[config.mk]
export PLATFORM = sky130hd
export DESIGN_NAME = sdram_refresh_sched
export DESIGN_NICKNAME = d
export VERILOG_FILES = /design/src/rtl/sdram_refresh_sched.sv
export SDC_FILE = /design/constraint.sdc
export NUM_CORES = 1
export LEC_CHECK = 0
export BUFFER_PORTS_ARGS = -buffer_cell sky130_fd_sc_hd__buf_4
export CORE_MARGIN = 4
export CORE_UTILIZATION = 45
export DETAILED_ROUTE_END_ITERATION = 7
export PLACE_DENSITY_LB_ADDON = 0.15
export SLEW_MARGIN = 20
export SYNTH_ARGS = -nofsm -noshare
export SYNTH_HDL_FRONTEND = slang
export SYNTH_SLANG_ARGS = --single-unit
[constraint.sdc]
create_clock -name clk -period 1.4 [get_ports clk]
set_input_delay 0.28 -clock clk [delete_from_list [all_inputs] [get_ports clk]]
set_output_delay 0.28 -clock clk [all_outputs]
set_load 0.05 [all_outputs]
[src/rtl/sdram_refresh_sched.sv]
module sdram_refresh_sched #(
  parameter int CW = 12,
  parameter int TW = 4
) (
  input  logic          clk,
  input  logic          rst_n,
  input  logic [CW-1:0] limit,
  input  logic [TW-1:0] trp,
  input  logic [TW-1:0] trc,
  input  logic          self_ref_enter,
  input  logic          grant,
  input  logic          burst_busy,
  output logic          req,
  output logic          busy,
  output logic          cke,
  output logic          cs_n,
  output logic          ras_n,
  output logic          cas_n,
  output logic          we_n,
  output logic          a10
);

  localparam logic [3:0]    CMD_NOP  = 4'b0111;
  localparam logic [3:0]    CMD_PALL = 4'b0010;
  localparam logic [3:0]    CMD_AREF = 4'b0001;
  localparam logic [TW-1:0] T_ONE    = {{(TW-1){1'b0}}, 1'b1};

  typedef enum logic [2:0] {S_IDLE, S_PALL, S_WRP, S_AREF, S_WRC} st_t;

  st_t           st, st_nx;
  logic [CW-1:0] cnt;
  logic [TW-1:0] tmr;

  wire expire = !self_ref_enter && (limit != '0) && (cnt == limit);
  wire start  = req && grant && !burst_busy && (st == S_IDLE);
  wire [TW-1:0] rp_eff = (trp == '0) ? T_ONE : trp;
  wire [TW-1:0] rc_eff = (trc == '0) ? T_ONE : trc;

  always_ff @(posedge clk or negedge rst_n) begin
    if (!rst_n) begin
      cnt <= '0;
      req <= 1'b0;
    end else begin
      cnt <= (self_ref_enter || expire) ? '0 : cnt + 1'b1;
      if (expire)     req <= 1'b1;
      else if (start) req <= 1'b0;
    end
  end

  always_comb begin
    st_nx = st;
    case (st)
      S_IDLE: if (start) st_nx = S_PALL;
      S_PALL: st_nx = S_WRP;
      S_WRP:  if (tmr == '0) st_nx = S_AREF;
      S_AREF: st_nx = S_WRC;
      S_WRC:  if (tmr == '0) st_nx = S_IDLE;
      default: st_nx = S_IDLE;
    endcase
  end

  always_ff @(posedge clk or negedge rst_n) begin
    if (!rst_n) begin
      st  <= S_IDLE;
      tmr <= '0;
    end else begin
      st <= st_nx;
      case (st)
        S_PALL:         tmr <= rp_eff - T_ONE;
        S_AREF:         tmr <= rc_eff - T_ONE;
        S_WRP, S_WRC:   tmr <= (tmr == '0) ? '0 : tmr - T_ONE;
        default:        tmr <= '0;
      endcase
    end
  end

  assign {cs_n, ras_n, cas_n, we_n} = (st == S_PALL) ? CMD_PALL :
                                      (st == S_AREF) ? CMD_AREF : CMD_NOP;
  assign a10  = (st == S_PALL);
  assign busy = (st != S_IDLE);
  assign cke  = 1'b1;

endmodule


Yosys cells after proc, flatten, opt, wreduce, memory -nomap -nowiden

Cells that the tools add are included.
Widths: inputs -> output; s select.

Bits in registers: 20
Logic and storage cells: 46

Add/subtract/negate cells: 4
Equal/unequal tests: 8
Mux-type cells: 13
Reductions and logical operators: 17

Operator list:

| operator              | count |
|---|---|
| $mux 3                | 5 |
| $pmux 3 s5            | 1 |
| $add 12x1->12 const B | 1 |
| $eq 12x12->1          | 1 |
| $logic_not 4->1       | 3 |
| $mux 12               | 1 |
| $mux 4                | 3 |
| $pmux 4 s3            | 1 |
| $reduce_bool 12->1    | 1 |
| $sub 4x1->4 const B   | 3 |
| $eq 3x2->1 const B    | 2 |
| $ne 2x2->1 const B    | 3 |
| $logic_and 1x1->1     | 5 |
| $eq 3x1->1 const B    | 1 |
| $eq 3x3->1 const B    | 1 |
| $logic_not 3->1       | 1 |
| $reduce_and 3->1      | 1 |
| $reduce_bool 3->1     | 1 |
| $logic_not 1->1       | 2 |
| $mux 1                | 2 |
| $reduce_bool 2->1     | 1 |
| $reduce_or 2->1       | 1 |
| $logic_or 1x1->1      | 1 |

Logic depth before layout (Yosys ltp)

Depth in word-level cells: 5
Depth in mapped cells: 8
Depth with buffers taken out: 7

Worst setup path before layout

Ideal clock, no wire load.

Path kind: flip-flop to output port
Start: register st[2]
End: output a10
Arrival time: 1.795 ns
Required time: 1.120 ns
Setup slack: -0.675 ns
Stages on the path, launching flop included: 4
Buffers on the path: 0
Cell sequence: dfrtp_1 nand2b_1 or2_2 inv_1

Word-level cells in the longest chain between the ends: 1

RTL lines:

| element                | RTL line | text |
|---|---|---|
| from (decl)            | 30       | `st_t st, st_nx;` |
| from (signal assigned) | 67       | `st <= st_nx;` |
| $eq 3x1->1             | 79       | `assign a10 = (st == S_PALL);` |
| to (decl)              | 20       | `output logic a10` |

No other way between the ends.

Final worst setup path

Ends and elaborated chain as after synthesis.

==> flow_summary.rst <==
.. list-table::
   :header-rows: 1

   * - Metric
     - Value
   * - CTS root buffer
     - sky130_fd_sc_hd__clkbuf_4
   * - Outcome
     - finished, violations left
   * - Arrival time at the worst endpoint
     - 1.43 ns
   * - Worst Reg-to-Reg Cells
     - 8
   * - Cell taking the most area after synthesis
     - sky130_fd_sc_hd__dfrtp_1
   * - Number of antenna violations at the first check in global routing
     - 0
   * - Proportion of netlist area held by the largest area contributor
     - 39.2%
   * - Mean number of vias per cell
     - 5.38
   * - Setup CP Type
     - reg2out
   * - Routed wire length on met2
     - 1970 microns
   * - DRT Wirelength
     - 3560 microns
   * - Number of storage elements in the synthesis netlist
     - 20
   * - Number of global-route vias before repair
     - 1,258
   * - Synthesized-area fraction occupied by and/or/nand/nor cells
     - 18.3%
   * - Most frequent cell after synthesis
     - sky130_fd_sc_hd__xnor2_1
   * - Largest family of logic cells by synthesized area
     - XOR/XNOR gates
   * - Floorplan Core Area
     - 0.00273 sq mm
   * - Fraction of final layout cells with drive strength greater than 1
     - 55.0%
   * - Levels on crit path
     - 5
   * - Via count
     - 1,184
   * - I/O pin cnt
     - 33
   * - DR iter-0 viols
     - 35
   * - Layout area overhead
     - 60.1%
   * - Failing checks
     - setup timing
   * - Placement Cell Area
     - 0.00167 sq mm
   * - Post-DP HPWL
     - 2310 microns
   * - Summed area of non-filler cells in the final layout
     - 0.00205 sq mm
   * - Number of instances in the synthesized netlist
     - 131
   * - FFs w/ async S/R, synth
     - 100%
   * - Die area
     - 0.00376 sq mm
   * - Element type at the critical path end
     - output pin
   * - Post-Synth Adder-Cell Area
     - 2.94%
   * - Maximum number of pins on one net before global-route repair
     - 21
   * - Post-synthesis sequential area ratio
     - 39.2%
   * - Clock H-tree levels
     - 1
   * - Die boundary height
     - 61.3 microns
   * - Final core occ
     - 74.8%
   * - Final worst setup slack
     - -0.314 ns
   * - Fin Setup TNS
     - -2.34 ns
   * - Post-route ant nets
     - 0
   * - Clk pin slew, worst setup/hold paths
     - 0.12 ns
   * - CTS tree
     - built
   * - FP Rows
     - 19
   * - Remaining global-route overflow
     - 0
   * - Routed WL per cell
     - 16.2 microns
   * - Number of CTS-inserted buffers
     - 3
   * - Cell family with the largest share of critical-path delay
     - flip-flops
   * - WP data required
     - 1.12 ns
   * - Minimum period implied by the final worst setup slack
     - 1.71 ns
   * - Nets
     - 218
   * - Yosys warning total
     - 0
   * - EDFF count, synth
     - 0
   * - Final weighted congestion in routability-driven placement
     - 0.787
   * - Period Utilization, post-route
     - 122%
   * - CP peak stage delay
     - 0.41 ns
   * - Initial Util
     - 46.7%
   * - Hold Path Stages
     - 2
   * - Pins over their slew limit
     - 0
   * - Port Buf Inserts
     - 30
   * - IR Drop Worst-Case VDD
     - 1480 uV
   * - Synth top area cells
     - sky130_fd_sc_hd__dfrtp_1 39%, sky130_fd_sc_hd__xnor2_1 16%, sky130_fd_sc_hd__a211oi_1 6.5%
   * - Crit path buf inv count
     - 3
   * - Nature of the critical path startpoint
     - flip-flop
   * - Critical-path maximum fanout
     - 2
   * - Mean area per synthesized cell
     - 9.75 sq um
   * - Wire length of the first global-routing pass
     - 5820 microns
   * - Unique cell type count in the Yosys netlist
     - 35
   * - Topmost layer with routed signal wires
     - met4
   * - Pre-antenna DRT Iters
     - 4
   * - Synthesized-area fraction occupied by xor and xnor cells
     - 18.5%
   * - Ant diodes
     - 0
   * - Hold Worst Slack
     - 0.266 ns
   * - Crit-path slowest cell
     - sky130_fd_sc_hd__dfrtp_1
   * - Leakage component of the power
     - 0.876 nW
   * - Remaining design rule violation count
     - 0
   * - Dominant register cell in the synthesized netlist
     - sky130_fd_sc_hd__dfrtp_1
   * - DRT met1 WL
     - 1360 microns
   * - Number of maximum-capacitance violations
     - 0
   * - Final Hold Vio Count
     - 0
   * - Worst skew pair latency
     - 0.30 ns
   * - Fin Clk Skew
     - 0.00193 ns
   * - Final number of setup-violating endpoints
     - 22
   * - Clock tree sinks
     - 20
   * - Compound-cell area share of the yosys netlist
     - 12.0%
   * - Largest buffer count on any clock path
     - 2
   * - Met3 WL post-DR
     - 205 microns
   * - Net Count, Synth
     - 159
   * - Mapped Area
     - 0.00128 sq mm
   * - Share of cell area taken by muxes after synthesis
     - 2.35%
   * - Chip Width
     - 61.3 microns
   * - Peak Freq
     - 583 MHz
   * - Leading cell types by count after synthesis
     - 24 x sky130_fd_sc_hd__xnor2_1, 20 x sky130_fd_sc_hd__dfrtp_1, 11 x sky130_fd_sc_hd__a211oi_1
   * - GR Util All Layers
     - 21.2%
   * - Worst Hold Class
     - in2reg
   * - Critical-path cell list
     - buf_6 > nand2b_4 > or2_4 > clkinvlp_4 > buf_8
   * - Areal power density over the cells
     - 1370 mW/mm^2
   * - Setup repair after global routing missed its margin
     - true
## placed cells by master, fill, tap and decap left out, types with 3 or more instances in the layout
cell type,n
sky130_fd_sc_hd__nor3_2,6
sky130_fd_sc_hd__nand3_1,4
sky130_fd_sc_hd__inv_1,7
sky130_fd_sc_hd__clkbuf_4,3
sky130_fd_sc_hd__dfrtp_1,19
sky130_fd_sc_hd__a211oi_2,11
sky130_fd_sc_hd__buf_8,4
sky130_fd_sc_hd__nand2_1,3
sky130_fd_sc_hd__nand4_1,3
sky130_fd_sc_hd__xor2_1,3
sky130_fd_sc_hd__buf_6,10
sky130_fd_sc_hd__nor4_1,3
sky130_fd_sc_hd__buf_4,46
sky130_fd_sc_hd__xnor2_2,3
sky130_fd_sc_hd__xnor2_1,21
sky130_fd_sc_hd__nor2_1,5
## final cells by class
type | instances | area, sq um
multi-input combinational | 96 | 907
fill | 199 | 688
timing repair buffer | 61 | 528
sequential | 20 | 502
tap | 31 | 38.8
clock buffer | 4 | 36.3
inverter | 8 | 33.8
## per-stage QoR
step           setup slack, ns  power (mW)  cells
2_1_floorplan           -0.222        1.59    131
3_3_place_gp           -0.0783        1.96    203
3_5_place_dp            -0.119        1.98    203
4_1_cts                 -0.297        2.63    220
5_1_grt                 -0.370        2.97    220
6_report                -0.314        2.80    220
## worst paths after layout
kind	start	endpoint	slack [ns]
min in group asynchronous	rst_n	cnt[0]	0.38
worst max-delay path	st[2]	a10	-0.31
worst min register to register	req	req	0.56
max in group asynchronous	rst_n	st[1]	0.79
worst min-delay path	self_ref_enter	cnt[2]	0.27
worst max register to register	st[2]	tmr[2]	-0.24
## per-layer routing
metal / up-vias / track usage (%)
met5: - / 0
met4: 0 / 7.12
li1: 576 / -
met3: 2 / 2.94
met2: 33 / 40.6
met1: 573 / 23.7
## cells by family (layout without fill, tap and decap cells)
logic type	count (synthesis)	after routing
buffers and inverters	15	73
adder cells (fa/ha/maj)	3	3
other	2	2
XOR/XNOR	27	27
AO/OA/AOI/OAI	21	21
flip-flops	20	20
AND/OR/NAND/NOR	40	40
multiplexers	3	3
## state kept, by name, indices dropped and copies added (netlist names)
register and count:
tmr 4, req 1, cnt 12, st 3
## where the power goes
part	switching (mW)	internal [mW]
Clock	0.188	0.159
Combinational	0.788	0.899
Sequential	0.0953	0.671
Total	1.07	1.73
## timing repair
item	CTS	global route
endpoints found under the hold margin	20	0
buffers inserted	11	2
resized for setup	40	16
gates cloned	1	0
pin swaps	2	12
hold buffers	1	0
endpoints found under the setup margin	23	23
(Power assumes the default switching activity.)
